<file path="config.mk">
export PLATFORM = sky130hd
export DESIGN_NAME = ibr_bridge
export DESIGN_NICKNAME = d
export VERILOG_FILES = /design/src/rtl/ibr_pkg.sv /design/src/rtl/ibr_reset_seq.sv /design/src/rtl/ibr_addr_ptr.sv /design/src/rtl/ibr_ident_reg.sv /design/src/rtl/ibr_bridge.sv
export SDC_FILE = /design/constraint.sdc
export NUM_CORES = 1
export LEC_CHECK = 0
export ABC_AREA = 1
export BUFFER_PORTS_ARGS = -buffer_cell sky130_fd_sc_hd__buf_2
export CAP_MARGIN = 20
export CORE_UTILIZATION = 56
export CTS_CLUSTER_DIAMETER = 40
export DETAILED_ROUTE_END_ITERATION = 8
export PLACE_DENSITY = 0.87
export RECOVER_POWER = 25
export SLEW_MARGIN = 20
export SYNTH_ARGS = -nofsm -noshare
export SYNTH_HDL_FRONTEND = slang
export SYNTH_SLANG_ARGS = --single-unit
</file>
<file path="constraint.sdc">
create_clock -name clk -period 2.2 [get_ports clk]
set_input_delay 0.44 -clock clk [delete_from_list [all_inputs] [get_ports clk]]
set_output_delay 0.44 -clock clk [all_outputs]
set_load 0.02 [all_outputs]
</file>
<file path="src/rtl/ibr_pkg.sv">
package ibr_pkg;
  localparam int IB_AW = 16;
  localparam int IB_DW = 8;

  localparam logic [1:0] OFF_MODE = 2'd0;
  localparam logic [1:0] OFF_AHI  = 2'd1;
  localparam logic [1:0] OFF_ALO  = 2'd2;
  localparam logic [1:0] OFF_DATA = 2'd3;

  localparam int MB_IND = 0;
  localparam int MB_AI  = 1;
  localparam int MB_PB  = 4;
  localparam int MB_RST = 7;

  typedef struct packed {
    logic pb;
    logic ai;
    logic ind;
  } mode_t;
endpackage

</file>
<file path="src/rtl/ibr_reset_seq.sv">
module ibr_reset_seq #(
  parameter int RST_CYCLES = 64
) (
  input  logic clk,
  input  logic rst_n,
  input  logic start,
  output logic busy
);
  localparam int CW = $clog2(RST_CYCLES + 1);

  logic [CW-1:0] cnt_q, cnt_d;

  always_comb begin
    cnt_d = cnt_q;
    if (start)
      cnt_d = CW'(RST_CYCLES);
    else if (cnt_q != '0)
      cnt_d = cnt_q - 1'b1;
  end

  always_ff @(posedge clk or negedge rst_n) begin
    if (!rst_n) cnt_q <= '0;
    else        cnt_q <= cnt_d;
  end

  assign busy = (cnt_q != '0);
endmodule

</file>
<file path="src/rtl/ibr_addr_ptr.sv">
module ibr_addr_ptr #(
  parameter int AW = 16,
  parameter int DW = 8
) (
  input  logic          clk,
  input  logic          rst_n,
  input  logic          clr,
  input  logic          ld_hi,
  input  logic          ld_lo,
  input  logic          step,
  input  logic [DW-1:0] wdata,
  output logic [AW-1:0] ptr
);
  logic [AW-1:0] ptr_q, ptr_d;

  always_comb begin
    ptr_d = ptr_q;
    if (clr)
      ptr_d = '0;
    else if (ld_hi)
      ptr_d = {wdata, ptr_q[AW-DW-1:0]};
    else if (ld_lo)
      ptr_d = {ptr_q[AW-1:DW], wdata};
    else if (step)
      ptr_d = ptr_q + {{(AW-1){1'b0}}, 1'b1};
  end

  always_ff @(posedge clk or negedge rst_n) begin
    if (!rst_n) ptr_q <= '0;
    else        ptr_q <= ptr_d;
  end

  assign ptr = ptr_q;
endmodule

</file>
<file path="src/rtl/ibr_ident_reg.sv">
module ibr_ident_reg #(
  parameter int          AW       = 16,
  parameter int          DW       = 8,
  parameter logic [15:0] ID_ADDR  = 16'h0017,
  parameter logic [15:0] ID_RESET = 16'h07D0
) (
  input  logic            clk,
  input  logic            rst_n,
  input  logic            clr,
  input  logic [AW-1:0]   addr,
  input  logic            wr_en,
  input  logic [DW-1:0]   wdata,
  output logic            hit,
  output logic [DW-1:0]   rdata,
  output logic [2*DW-1:0] value
);
  localparam logic [AW-1:0] ADDR_HI = AW'(ID_ADDR);
  localparam logic [AW-1:0] ADDR_LO = AW'(ID_ADDR) + {{(AW-1){1'b0}}, 1'b1};

  logic [2*DW-1:0] val_q, val_d;
  logic            hit_hi, hit_lo;

  assign hit_hi = (addr == ADDR_HI);
  assign hit_lo = (addr == ADDR_LO);
  assign hit    = hit_hi | hit_lo;

  always_comb begin
    val_d = val_q;
    if (clr)
      val_d = ID_RESET;
    else if (wr_en && hit_hi)
      val_d = {wdata, val_q[DW-1:0]};
    else if (wr_en && hit_lo)
      val_d = {val_q[2*DW-1:DW], wdata};
  end

  always_ff @(posedge clk or negedge rst_n) begin
    if (!rst_n) val_q <= ID_RESET;
    else        val_q <= val_d;
  end

  assign rdata = hit_hi ? val_q[2*DW-1:DW] : val_q[DW-1:0];
  assign value = val_q;
endmodule

</file>
<file path="src/rtl/ibr_bridge.sv">
module ibr_bridge
  import ibr_pkg::*;
#(
  parameter int          RST_CYCLES = 64,
  parameter logic [15:0] ID_ADDR    = 16'h0017,
  parameter logic [15:0] ID_RESET   = 16'h07D0
) (
  input  logic             clk,
  input  logic             rst_n,
  input  logic             host_sel,
  input  logic             host_wr,
  input  logic [1:0]       host_off,
  input  logic [IB_DW-1:0] host_wdata,
  output logic [IB_DW-1:0] host_rdata,
  output logic [IB_AW-1:0] ib_addr,
  output logic             ib_rd,
  output logic             ib_wr,
  output logic [IB_DW-1:0] ib_wdata,
  input  logic [IB_DW-1:0] ib_rdata,
  output logic             ib_srst,
  output logic             ping_block
);
  // reset: asserted at once, released through two flops
  logic [1:0] sync_q;
  logic       rst_i_n;

  always_ff @(posedge clk or negedge rst_n) begin
    if (!rst_n) sync_q <= '0;
    else        sync_q <= {sync_q[0], 1'b1};
  end
  assign rst_i_n = sync_q[1];

  // access decode
  logic busy, start, soft_clr, port_en;
  logic mode_wr, data_acc, id_hit;
  logic ld_hi, ld_lo, step;

  assign mode_wr  = host_sel && host_wr && (host_off == OFF_MODE) && !busy;
  assign start    = mode_wr && host_wdata[MB_RST];
  assign soft_clr = start || busy;

  mode_t mode_q, mode_d;

  always_comb begin
    mode_d = mode_q;
    if (soft_clr) begin
      mode_d = '0;
    end else if (mode_wr) begin
      mode_d.pb  = host_wdata[MB_PB];
      mode_d.ai  = host_wdata[MB_AI];
      mode_d.ind = host_wdata[MB_IND];
    end
  end

  always_ff @(posedge clk or negedge rst_i_n) begin
    if (!rst_i_n) mode_q <= '0;
    else          mode_q <= mode_d;
  end

  assign port_en  = mode_q.ind && !busy;
  assign data_acc = host_sel && (host_off == OFF_DATA) && port_en;
  assign ld_hi    = host_sel && host_wr && (host_off == OFF_AHI) && port_en;
  assign ld_lo    = host_sel && host_wr && (host_off == OFF_ALO) && port_en;
  assign step     = data_acc && mode_q.ai;

  ibr_reset_seq #(.RST_CYCLES(RST_CYCLES)) u_rseq (
    .clk   (clk),
    .rst_n (rst_i_n),
    .start (start),
    .busy  (busy)
  );

  logic [IB_AW-1:0] ptr_q;

  ibr_addr_ptr #(.AW(IB_AW), .DW(IB_DW)) u_ptr (
    .clk   (clk),
    .rst_n (rst_i_n),
    .clr   (soft_clr),
    .ld_hi (ld_hi),
    .ld_lo (ld_lo),
    .step  (step),
    .wdata (host_wdata),
    .ptr   (ptr_q)
  );

  logic [IB_DW-1:0]   id_rdata;
  logic [2*IB_DW-1:0] id_val;

  ibr_ident_reg #(
    .AW(IB_AW), .DW(IB_DW), .ID_ADDR(ID_ADDR), .ID_RESET(ID_RESET)
  ) u_id (
    .clk   (clk),
    .rst_n (rst_i_n),
    .clr   (soft_clr),
    .addr  (ptr_q),
    .wr_en (data_acc && host_wr),
    .wdata (host_wdata),
    .hit   (id_hit),
    .rdata (id_rdata),
    .value (id_val)
  );

  // internal bus
  assign ib_addr  = ptr_q;
  assign ib_wdata = host_wdata;
  assign ib_rd    = data_acc && !host_wr && !id_hit;
  assign ib_wr    = data_acc &&  host_wr && !id_hit;
  assign ib_srst  = busy;
  assign ping_block = mode_q.pb;

  // host read path
  logic [IB_DW-1:0] rd_mode, rd_mux, hr_q, hr_d;

  always_comb begin
    rd_mode         = '0;
    rd_mode[MB_RST] = busy;
    rd_mode[MB_PB]  = mode_q.pb;
    rd_mode[MB_AI]  = mode_q.ai;
    rd_mode[MB_IND] = mode_q.ind;
  end

  always_comb begin
    rd_mux = '0;
    case (host_off)
      OFF_MODE: rd_mux = rd_mode;
      OFF_AHI:  rd_mux = port_en ? ptr_q[IB_AW-1:IB_DW] : '0;
      OFF_ALO:  rd_mux = port_en ? ptr_q[IB_DW-1:0] : '0;
      default:  rd_mux = port_en ? (id_hit ? id_rdata : ib_rdata) : '0;
    endcase
  end

  always_comb begin
    hr_d = hr_q;
    if (host_sel && !host_wr) hr_d = rd_mux;
  end

  always_ff @(posedge clk or negedge rst_i_n) begin
    if (!rst_i_n) hr_q <= '0;
    else          hr_q <= hr_d;
  end

  assign host_rdata = hr_q;
endmodule

</file>
==> out/results.tsv, run 1 <==
metric	value	unit
status	finished, violations left	
violations	negative setup slack	
fin_nets	558	
grt_start_max_net_pins	51	
cts-root-buf	clkbuf_8	
slew_violations	0	
yosys_warnings	0	
cp.required	1760	ps
gp_congestion	0.973	
worst-r2r-setup-slack	100	ps
endpoint	ib_rd	
die_y	78.7	um
holdWs	364	ps
totalWireLength	9670	um
wl_met3	874	um
wl_met2	4580	um
path_clk_slew	90	ps
switching_power	807	uW
power	2330	uW
grt_pass1_vias	3086	
drt_first_pass_iters	5	
setup_tns	-69.2	ps
viasPerCell	5.85	
setup_viol	2	
drive_gt1_share	25.5	%
clock_tree.buffer_depth	2	
reg2reg_to	u_ptr.ptr[9]$_DFFE_PN0P_	
setup.worst_path.start	u_ptr.ptr[1]$_DFFE_PN0P_	
grt_usage	31.5	%
switching_share	34.7	%
p_leak	0.00209	uW
skew	10.7	ps
portBuffers	57	
antenna_cells	0	
intPower	1520	uW
hold_path.class	register to register	
fin_crit_sh	102	%
drv_cap	0	
yosys.area.top_type_share	34.9	%
crit_fanout	5	
synth_cells	454	
std_cell_rows	27	
netlist_area	0.00329	mm^2
core	0.00557	mm^2
initial_core_util	59.1	%
nFillCells	454	
cts_tree	done	
peakVddDrop	0.000775	V
ys_ff_latch	52	
ys_seq_area_share	39.7	%
synthesis.nets	479	
power.density_cell_area	587	mW/mm^2
ff2ff_path_depth	12	
place_hpwl	6900	um
synth_cell_type_count	40	
cts_made_buffers	5	
slew_headroom	17.0	%
clkPwrFrac	23.9	%
final_antenna_net_count	0	
io_pins	58	
worst_slack	-42.1	ps
startpoint_type	register	
areaGrowthSynthToFinish	20.3	%
routedWlPerCell	16.0	um
grt_pass1_wl	14700	um
vias	3548	
topRoutingLayerUsed	met4	
globalRouteOverflowTotal	0	
timing.rr.start	u_rseq.cnt_q[1]$_DFFE_PN0P_	
h-tree-depth	2	
p_seq_share	47.0	%
initialDrtViolationCount	411	
power_frac_comb	29.1	%
multi_input_area	0.00173	mm^2
die_w	78.7	um
timing.fmax	446	MHz
netlist_top_cells_area	dfrtp_1 (35%), nand2_1 (14%), nand3_1 (8.2%)	
seqCellArea	0.00131	mm^2
yosysTopAreaCell	dfrtp_1	
routedLengthMet1	3870	um
dp_slack	51.7	ps
rsz0062_at_grt	true	
cts_sinks	52	
critPathArrivalTime	1800	ps
end_kind	primary output	
antenna_found_initial	0	
clk_latency	310	ps
path_class	register to primary output	
worst_slew_pin_slew	1250	ps
die-area	0.00619	mm^2
syn-mean-instance-area	7.26	um^2
hold_viol	0	
min_period	2240	ps
drc	0	
metrics by stage:
stage                     util (%)  area (um^2)  std cells
final                         71.1         3960        606
after global routing          71.1         3960        606
after CTS                     69.1         3850        593
after detailed placement      65.9         3670        581
after global placement        65.9         3670        581
after floorplan                  -         3300        454
Yosys cell counts (all sizes together):
cell     instances
nand2          129
a21oi           12
dfstp            6
dfrtp           46
ha               3
o31ai            2
nand3           58
nand4           10
clkbuf           1
nand3b           1
xor2             5
o2bb2ai          1
nor2            44
o21ai           29
buf             15
o211ai           9
a211oi           1
nor3             7
clkinv           1
nor4             1
conb             1
o22ai           11
inv             57
xnor2            2
o2111ai          1
and2             1
cells by family after synthesis:
logic type	Yosys count	synth area share, %
and+or+nand+nor	251	35.0
buffers and inverters	74	9.99
AOI/OAI and AO/OA	66	12.2
DFF	52	39.7
xor gates and xnor gates	7	1.86
adders and majority gates	3	1.14
other	1	0.114
metal layers:
| layer | track usage (%) | up-vias |
|---|---|---|
| met5 | 0 | - |
| met4 | 18.9 | 0 |
| met3 | 5.98 | 31 |
| met2 | 49.3 | 216 |
| met1 | 40.4 | 1651 |
| li1 | - | 1650 |
registers in the layout, summed over array words and instances, names as in the netlist:
signal	count
u_ptr.ptr	16
u_rseq.cnt_q	7
mode_q	2
sync_q	2
host_rdata	8
ping_block	1
u_id.value	16
repair_timing:
item	4_1_cts	5_1_grt
pin swaps	5	9
hold buffers	1	0
endpoints found under the hold margin	2	0
resized for setup	15	7
setup buffers	3	13
setup endpoints to repair	2	5
worst min-delay path by stage:
stage / from / slack (ps) / cells after the start / endpoint
floorplan: rst_n / 140 / 0 / sync_q[0]$_DFF_PN0_
global placement: rst_n / 230 / 1 / sync_q[0]$_DFF_PN0_
detailed placement: rst_n / 230 / 1 / sync_q[0]$_DFF_PN0_
CTS: sync_q[0]$_DFF_PN0_ / 370 / 0 / sync_q[1]$_DFF_PN0_
global route: sync_q[0]$_DFF_PN0_ / 390 / 0 / sync_q[1]$_DFF_PN0_
finish: sync_q[0]$_DFF_PN0_ / 360 / 0 / sync_q[1]$_DFF_PN0_
cell type report:
cell class / count / share of cell area, %
multi-input cells: 328 / 43.7
flip-flops and latches: 52 / 33.1
repair buffers: 88 / 13.2
inverters: 58 / 5.49
well taps: 72 / 2.27
clock buffers: 6 / 1.83
clock inverters: 2 / 0.410
critical path: stages (launching register included):
cell,delay (ps)
dfrtp_1,440
inv_1,110
ha_1,170
nand3b_1,160
nor2_4,170
nand2_2,100
nand2_4,120
nor3_2,60
buf_4,170
layout by cell type, fill, tap and decap left out, drive strengths merged, types with 2 or more instances in the layout:
cell type and instances:
a21oi 12, nand3 58, dfrtp 46, o21ai 29
clkbuf 8, o211ai 9, nor3 7, clkinv 2
nor2 44, xnor2 2, o31ai 2, buf 85
o22ai 11, xor2 5, dfstp 6, inv 57
ha 3, nand2 129, nand4 10
power by group through the flow:
stage               registers (uW)  clock network, uW  logic [uW]
floorplan                     1130                  0         391
global placement              1100                  0         545
detailed placement            1100                  0         568
CTS                           1090                567         645
global route                  1100                606         733
finish                        1090                556         676
Power figures use the tool's default switching activity.
==> run 2, diff against run 1 <==
--- a/config.mk
+++ b/config.mk
@@ -13,6 +13,7 @@
 export DETAILED_ROUTE_END_ITERATION = 8
 export PLACE_DENSITY = 0.87
 export RECOVER_POWER = 25
+export REMOVE_ABC_BUFFERS = 1
 export SLEW_MARGIN = 20
 export SYNTH_ARGS = -nofsm -noshare
 export SYNTH_HDL_FRONTEND = slang
==> out/results.tsv, run 2 (synthesis gave the netlist of run 1 again) <==
metric	value	unit
drive_gt1_share	26.8	%
die_y	78.7	um
path_class	register to primary output	
crit_fanout	7	
path_clk_slew	110	ps
areaGrowthSynthToFinish	22.6	%
die-area	0.00619	mm^2
grt_usage	31.5	%
slew_violations	0	
viasPerCell	5.74	
holdWs	243	ps
finalNonFillerCells	614	
intPower	1570	uW
gp_congestion	1.07	
ff2ff_path_depth	12	
cts_tree	done	
switching_share	35.1	%
drc	0	
portBuffers	57	
critPathArrivalTime	1710	ps
grt_pass1_vias	3105	
routedWlPerCell	15.7	um
max_stage_delay	470	ps
worst_slew_pin_slew	700	ps
place_hpwl	6770	um
power_frac_comb	29.7	%
vias	3524	
fin_nets	566	
cp_common_cell	nand2_4	
cts_made_buffers	5	
rsz0062_at_grt	true	
cts-root-buf	clkbuf_8	
grt_pass1_wl	15000	um
path_cells	nor2_1 > nand2_1 > nor2_4 > nand2_4 > nand2_4 > nor3_2 > buf_4	
cts_sinks	52	
placed_cells	580	
startpoint_type	register	
skew	9.39	ps
final_antenna_net_count	0	
final_cell_mix	nand2_1 (122), buf_2 (54), nand3_1 (53)	
hold_viol	0	
peakVddDrop	0.000631	V
io_pins	58	
min_period	2150	ps
clk_latency	320	ps
p_seq_share	45.7	%
timing.fmax	466	MHz
power	2420	uW
initialDrtViolationCount	529	
core	0.00557	mm^2
path_buf_inv	1	
h-tree-depth	2	
hold_path.class	register to asynchronous set/reset pin	
antenna_cells	0	
initial_core_util	59.1	%
die_w	78.7	um
drt_first_pass_iters	5	
fin_crit_sh	97.6	%
p_leak	0.00213	uW
timing.rr.start	u_rseq.cnt_q[1]$_DFFE_PN0P_	
power.density_cell_area	598	mW/mm^2
seqCellArea	0.00131	mm^2
end_kind	primary output	
multi_input_area	0.00175	mm^2
slowest_stage	dfrtp_1	
antenna_found_initial	0	
cp_top_family	simple AND/OR/NAND/NOR gates	
clkPwrFrac	24.6	%
status	completed	
worst_slack	52.2	ps
nFillCells	453	
cp.required	1760	ps
reg2reg_to	u_ptr.ptr[11]$_DFFE_PN0P_	
setup_viol	0	
globalRouteOverflowTotal	0	
slew_headroom	53.3	%
switching_power	848	uW
drv_cap	0	
std_cell_rows	27	
fin_util	72.5	%
totalWireLength	9660	um
clock_tree.buffer_depth	2	
worst-r2r-setup-slack	200	ps
final_common_cell	nand2_1	
dp_slack	142	ps
grt_start_max_net_pins	30	
-- run 2: cell types whose count changed in the layout (fill, tap and decap cells not counted), sizes merged --
cell and change:
clkbuf -1, buf +8, inv +2, clkinv -1
-- run 2: area by class of cell --
cell class	instances	share of cell area (%)
Sequential cell	52	32.4
Inverter	58	5.39
Tap cell	72	2.23
Clock inverter	3	0.619
Clock buffer	5	1.70
Multi-Input combinational cell	328	43.2
Timing Repair Buffer	96	14.4
-- run 2: worst max-delay path by stage --
stage,end,slack (ps),cells past startpoint,startpoint
6_report,ib_rd,50,7,u_ptr.ptr[15]$_DFFE_PN0P_
5_1_grt,ib_rd,-30,9,u_rseq.cnt_q[1]$_DFFE_PN0P_
4_1_cts,ib_rd,8,9,u_rseq.cnt_q[1]$_DFFE_PN0P_
3_5_place_dp,ib_wr,140,7,u_rseq.cnt_q[0]$_DFFE_PN0P_
3_3_place_gp,ib_wr,170,7,u_ptr.ptr[1]$_DFFE_PN0P_
2_1_floorplan,ib_wr,-60,6,u_rseq.cnt_q[0]$_DFFE_PN0P_
-- run 2: power by group through the flow --
stage	clock [uW]	sequential, uW	combinational [uW]
global placement	0	1110	534
global route	628	1110	786
finish	595	1100	716
detailed placement	0	1110	548
floorplan	0	1130	351
CTS	600	1100	645
-- run 2: metrics by stage --
step,instance area [um^2],setup TNS (ps)
floorplan,3180,-83.9
global placement,3670,0
detailed placement,3670,0
CTS,3930,0
global route,4040,-46.2
finish,4040,0
-- run 2: routing by layer --
| layer | vias to the layer above | wire length, um | global-route usage (%) |
|---|---|---|---|
| li1 | 1656 | - | - |
| met1 | 1626 | 3980 | 42.6 |
| met2 | 216 | 4430 | 50.2 |
| met3 | 26 | 946 | 6.09 |
| met4 | 0 | 297 | 11.9 |
| met5 | - | 0 | 0 |
-- run 2: timing repair --
item                                    4_1_cts  5_1_grt
endpoints found under the setup margin        2        2
hold endpoints to repair                      2        0
gates cloned                                  0        0
hold buffers                                  1        0
setup buffers                                14       11
pin swaps                                     5        9
resized for setup                            12       13
==> run 3, diff against run 2 <==
--- a/config.mk
+++ b/config.mk
@@ -5,12 +5,12 @@
 export SDC_FILE = /design/constraint.sdc
 export NUM_CORES = 1
 export LEC_CHECK = 0
-export ABC_AREA = 1
 export BUFFER_PORTS_ARGS = -buffer_cell sky130_fd_sc_hd__buf_2
 export CAP_MARGIN = 20
 export CORE_UTILIZATION = 56
 export CTS_CLUSTER_DIAMETER = 40
 export DETAILED_ROUTE_END_ITERATION = 8
+export GPL_ROUTABILITY_DRIVEN = 0
 export PLACE_DENSITY = 0.87
 export RECOVER_POWER = 25
 export REMOVE_ABC_BUFFERS = 1
==> out/results.tsv, run 3 <==
metric	value	unit
totalWireLength	11700	um
yosys.area.top_type_share	35.1	%
place_hpwl	7420	um
grt_usage	37.0	%
clock_tree.buffer_depth	2	
skew	9.75	ps
synth-edff-count	0	
yosysTopAreaCell	dfrtp_1	
antenna_cells	0	
ys_seq_area_share	39.9	%
hold_viol	0	
hold_path.class	register to asynchronous set/reset pin	
min_period	2240	ps
worst_slack	-37.0	ps
slowest_stage	dfrtp_2	
portBuffers	57	
violations	negative setup slack	
startpoint_type	register	
p_leak	0.00181	uW
worst_slew_pin_slew	819	ps
cts-root-buf	clkbuf_8	
die_y	78.6	um
placed_cells	520	
synth_compound_area_share	20.7	%
post_dp_cell_area	0.00376	mm^2
globalRouteOverflowTotal	0	
vias	3699	
synthAdderAreaFrac	1.14	%
fin_crit_sh	102	%
fin_nets	501	
rsz0062_at_grt	true	
areaGrowthSynthToFinish	27.4	%
drc	0	
netlist_top_cells_area	dfrtp_1 (35%), nand2_1 (6.4%), a21oi_1 (4.9%)	
viasPerCell	6.74	
cp.required	1760	ps
initial_core_util	58.9	%
syn-mean-instance-area	8.46	um^2
routedWlPerCell	21.3	um
ys_ff_latch	52	
synthFlopType	dfrtp_1	
core	0.00557	mm^2
yosys_warnings	0	
synth_common_cells	nand2_1 (56), dfrtp_1 (46), nor2_1 (33), a21oi_1 (32), o21ai_0 (24)	
yosys.area_share.xor_xnor	1.87	%
cts_sinks	52	
drv_cap	0	
critPathArrivalTime	1800	ps
netlist_area	0.00328	mm^2
drt_first_pass_iters	7	
synthSimpleGateAreaFrac	27.7	%
clk_latency	320	ps
path_buf_inv	2	
end_kind	primary output	
max_stage_delay	490	ps
synthArstFlopShare	100	%
cts_made_buffers	5	
slew_violations	0	
die_w	78.6	um
antenna_found_initial	0	
drive_gt1_share	34.4	%
h-tree-depth	2	
setup_viol	3	
slew_headroom	45.4	%
path_clk_slew	100	ps
final_antenna_net_count	0	
die-area	0.00617	mm^2
status	finished, violations left	
cp_top_family	simple AND/OR/NAND/NOR gates	
timing.rr.start	u_ptr.ptr[6]$_DFFE_PN0P_	
final_common_cell	nand2_1	
io_pins	58	
finalNonFillerCells	549	
fin_area	0.00418	mm^2
path_cells	nor4_2 > buf_4 > o2111ai_4 > and2_4 > buf_6	
initialDrtViolationCount	787	
grt_pass1_vias	3387	
worst-r2r-setup-slack	-10	ps
synth_top_family_by_area	simple AND/OR/NAND/NOR gates	
nFillCells	365	
path_class	register to primary output	
std_cell_rows	27	
synth_cells	388	
crit_fanout	7	
grt_start_max_net_pins	32	
reg2reg_to	host_rdata[6]$_DFFE_PN0P_	
synth_cell_type_count	59	
synthMuxAreaShare	2.13	%
cts_tree	done	
grt_pass1_wl	17200	um
peakVddDrop	0.000395	V
ff2ff_path_depth	9	
timing.fmax	447	MHz
power.density_cell_area	431	mW/mm^2
final_cell_mix	nand2_1 (56), buf_2 (54), buf_4 (51)	
synth.most_common_cell	nand2_1	
-- run 3: changes by cell type after synthesis, moves of 11 or more --
cell	before	now
inv_1	53	10
nand2_1	124	56
clkbuf_1	1	12
nand3_1	54	16
o21ai_1	11	0
a21oi_1	10	32
-- run 3: layer usage --
layer | global-route usage, % | share of wire [%] | vias up
li1 | - | - | 1579
met1 | 48.1 | 36 | 1670
met2 | 58.1 | 44 | 355
met3 | 7.56 | 14 | 95
met4 | 19.4 | 6.0 | 0
met5 | 0 | 0 | -
-- run 3: cells by family (layout without fill, tap and decap cells) --
group                      Yosys count  after routing
muxes                                7              7
xor gates and xnor gates             7              7
adders and majority gates            3              3
and+or+nand+nor                    171            171
other                                1              1
buffers and inverters               43            132
DFF                                 52             52
AOI/OAI and AO/OA                  104            104
-- run 3: cell type report --
cell class,count,area (um^2),share of cell area [%]
Clock inverter,3,42.5,1.02
Multi-Input combinational cell,293,1890,45.3
Inverter,11,43.8,1.05
Sequential cell,52,1310,31.4
Tap cell,72,90.1,2.16
Timing Repair Buffer,113,728,17.4
Clock buffer,5,68.8,1.65
-- run 3: worst max path at each step --
stage	startpoint	cells past startpoint	slack, ps	end
2_1_floorplan	u_rseq.cnt_q[0]$_DFFE_PN0P_	8	-240	u_ptr.ptr[10]$_DFFE_PN0P_
3_3_place_gp	u_ptr.ptr[1]$_DFFE_PN0P_	6	8	u_id.value[14]$_DFFE_PN0P_
3_5_place_dp	u_ptr.ptr[1]$_DFFE_PN0P_	6	9	u_id.value[14]$_DFFE_PN0P_
4_1_cts	u_rseq.cnt_q[1]$_DFFE_PN0P_	8	0.7	ib_rd
5_1_grt	u_rseq.cnt_q[1]$_DFFE_PN0P_	9	-70	u_ptr.ptr[14]$_DFFE_PN0P_
6_report	u_ptr.ptr[6]$_DFFE_PN0P_	5	-40	ib_rd
-- run 3: metrics by stage --
step | hold slack [ps] | TNS, ps | total power [uW] | worst slack [ps] | util (%)
detailed placement | 227 | 0 | 1140 | 9.12 | 67.5
floorplan | 144 | -2060 | 1050 | -236 | -
finish | 327 | -77.0 | 1800 | -37.0 | 75.0
CTS | 234 | 0 | 1800 | 0.745 | 72.7
global placement | 221 | 0 | 1140 | 7.55 | 67.5
global route | 366 | -366 | 1850 | -73.2 | 75.0
-- run 3: report_power, final --
part / internal, uW / leakage, uW / switching [uW]
combinational: 51.3 / 0.00107 / 106
sequential: 963 / 0.000691 / 10.6
clock: 337 / 0.0000541 / 333
total: 1350 / 0.00181 / 450
-- run 3: what timing repair did --
action / 4_1_cts / 5_1_grt
cloned: 0 / 1
hold endpoints to repair: 2 / 0
gates resized for setup: 18 / 28
pin swaps: 4 / 6
endpoints found under the setup margin: 6 / 25
buffers inserted: 14 / 5
hold buffers: 1 / 0
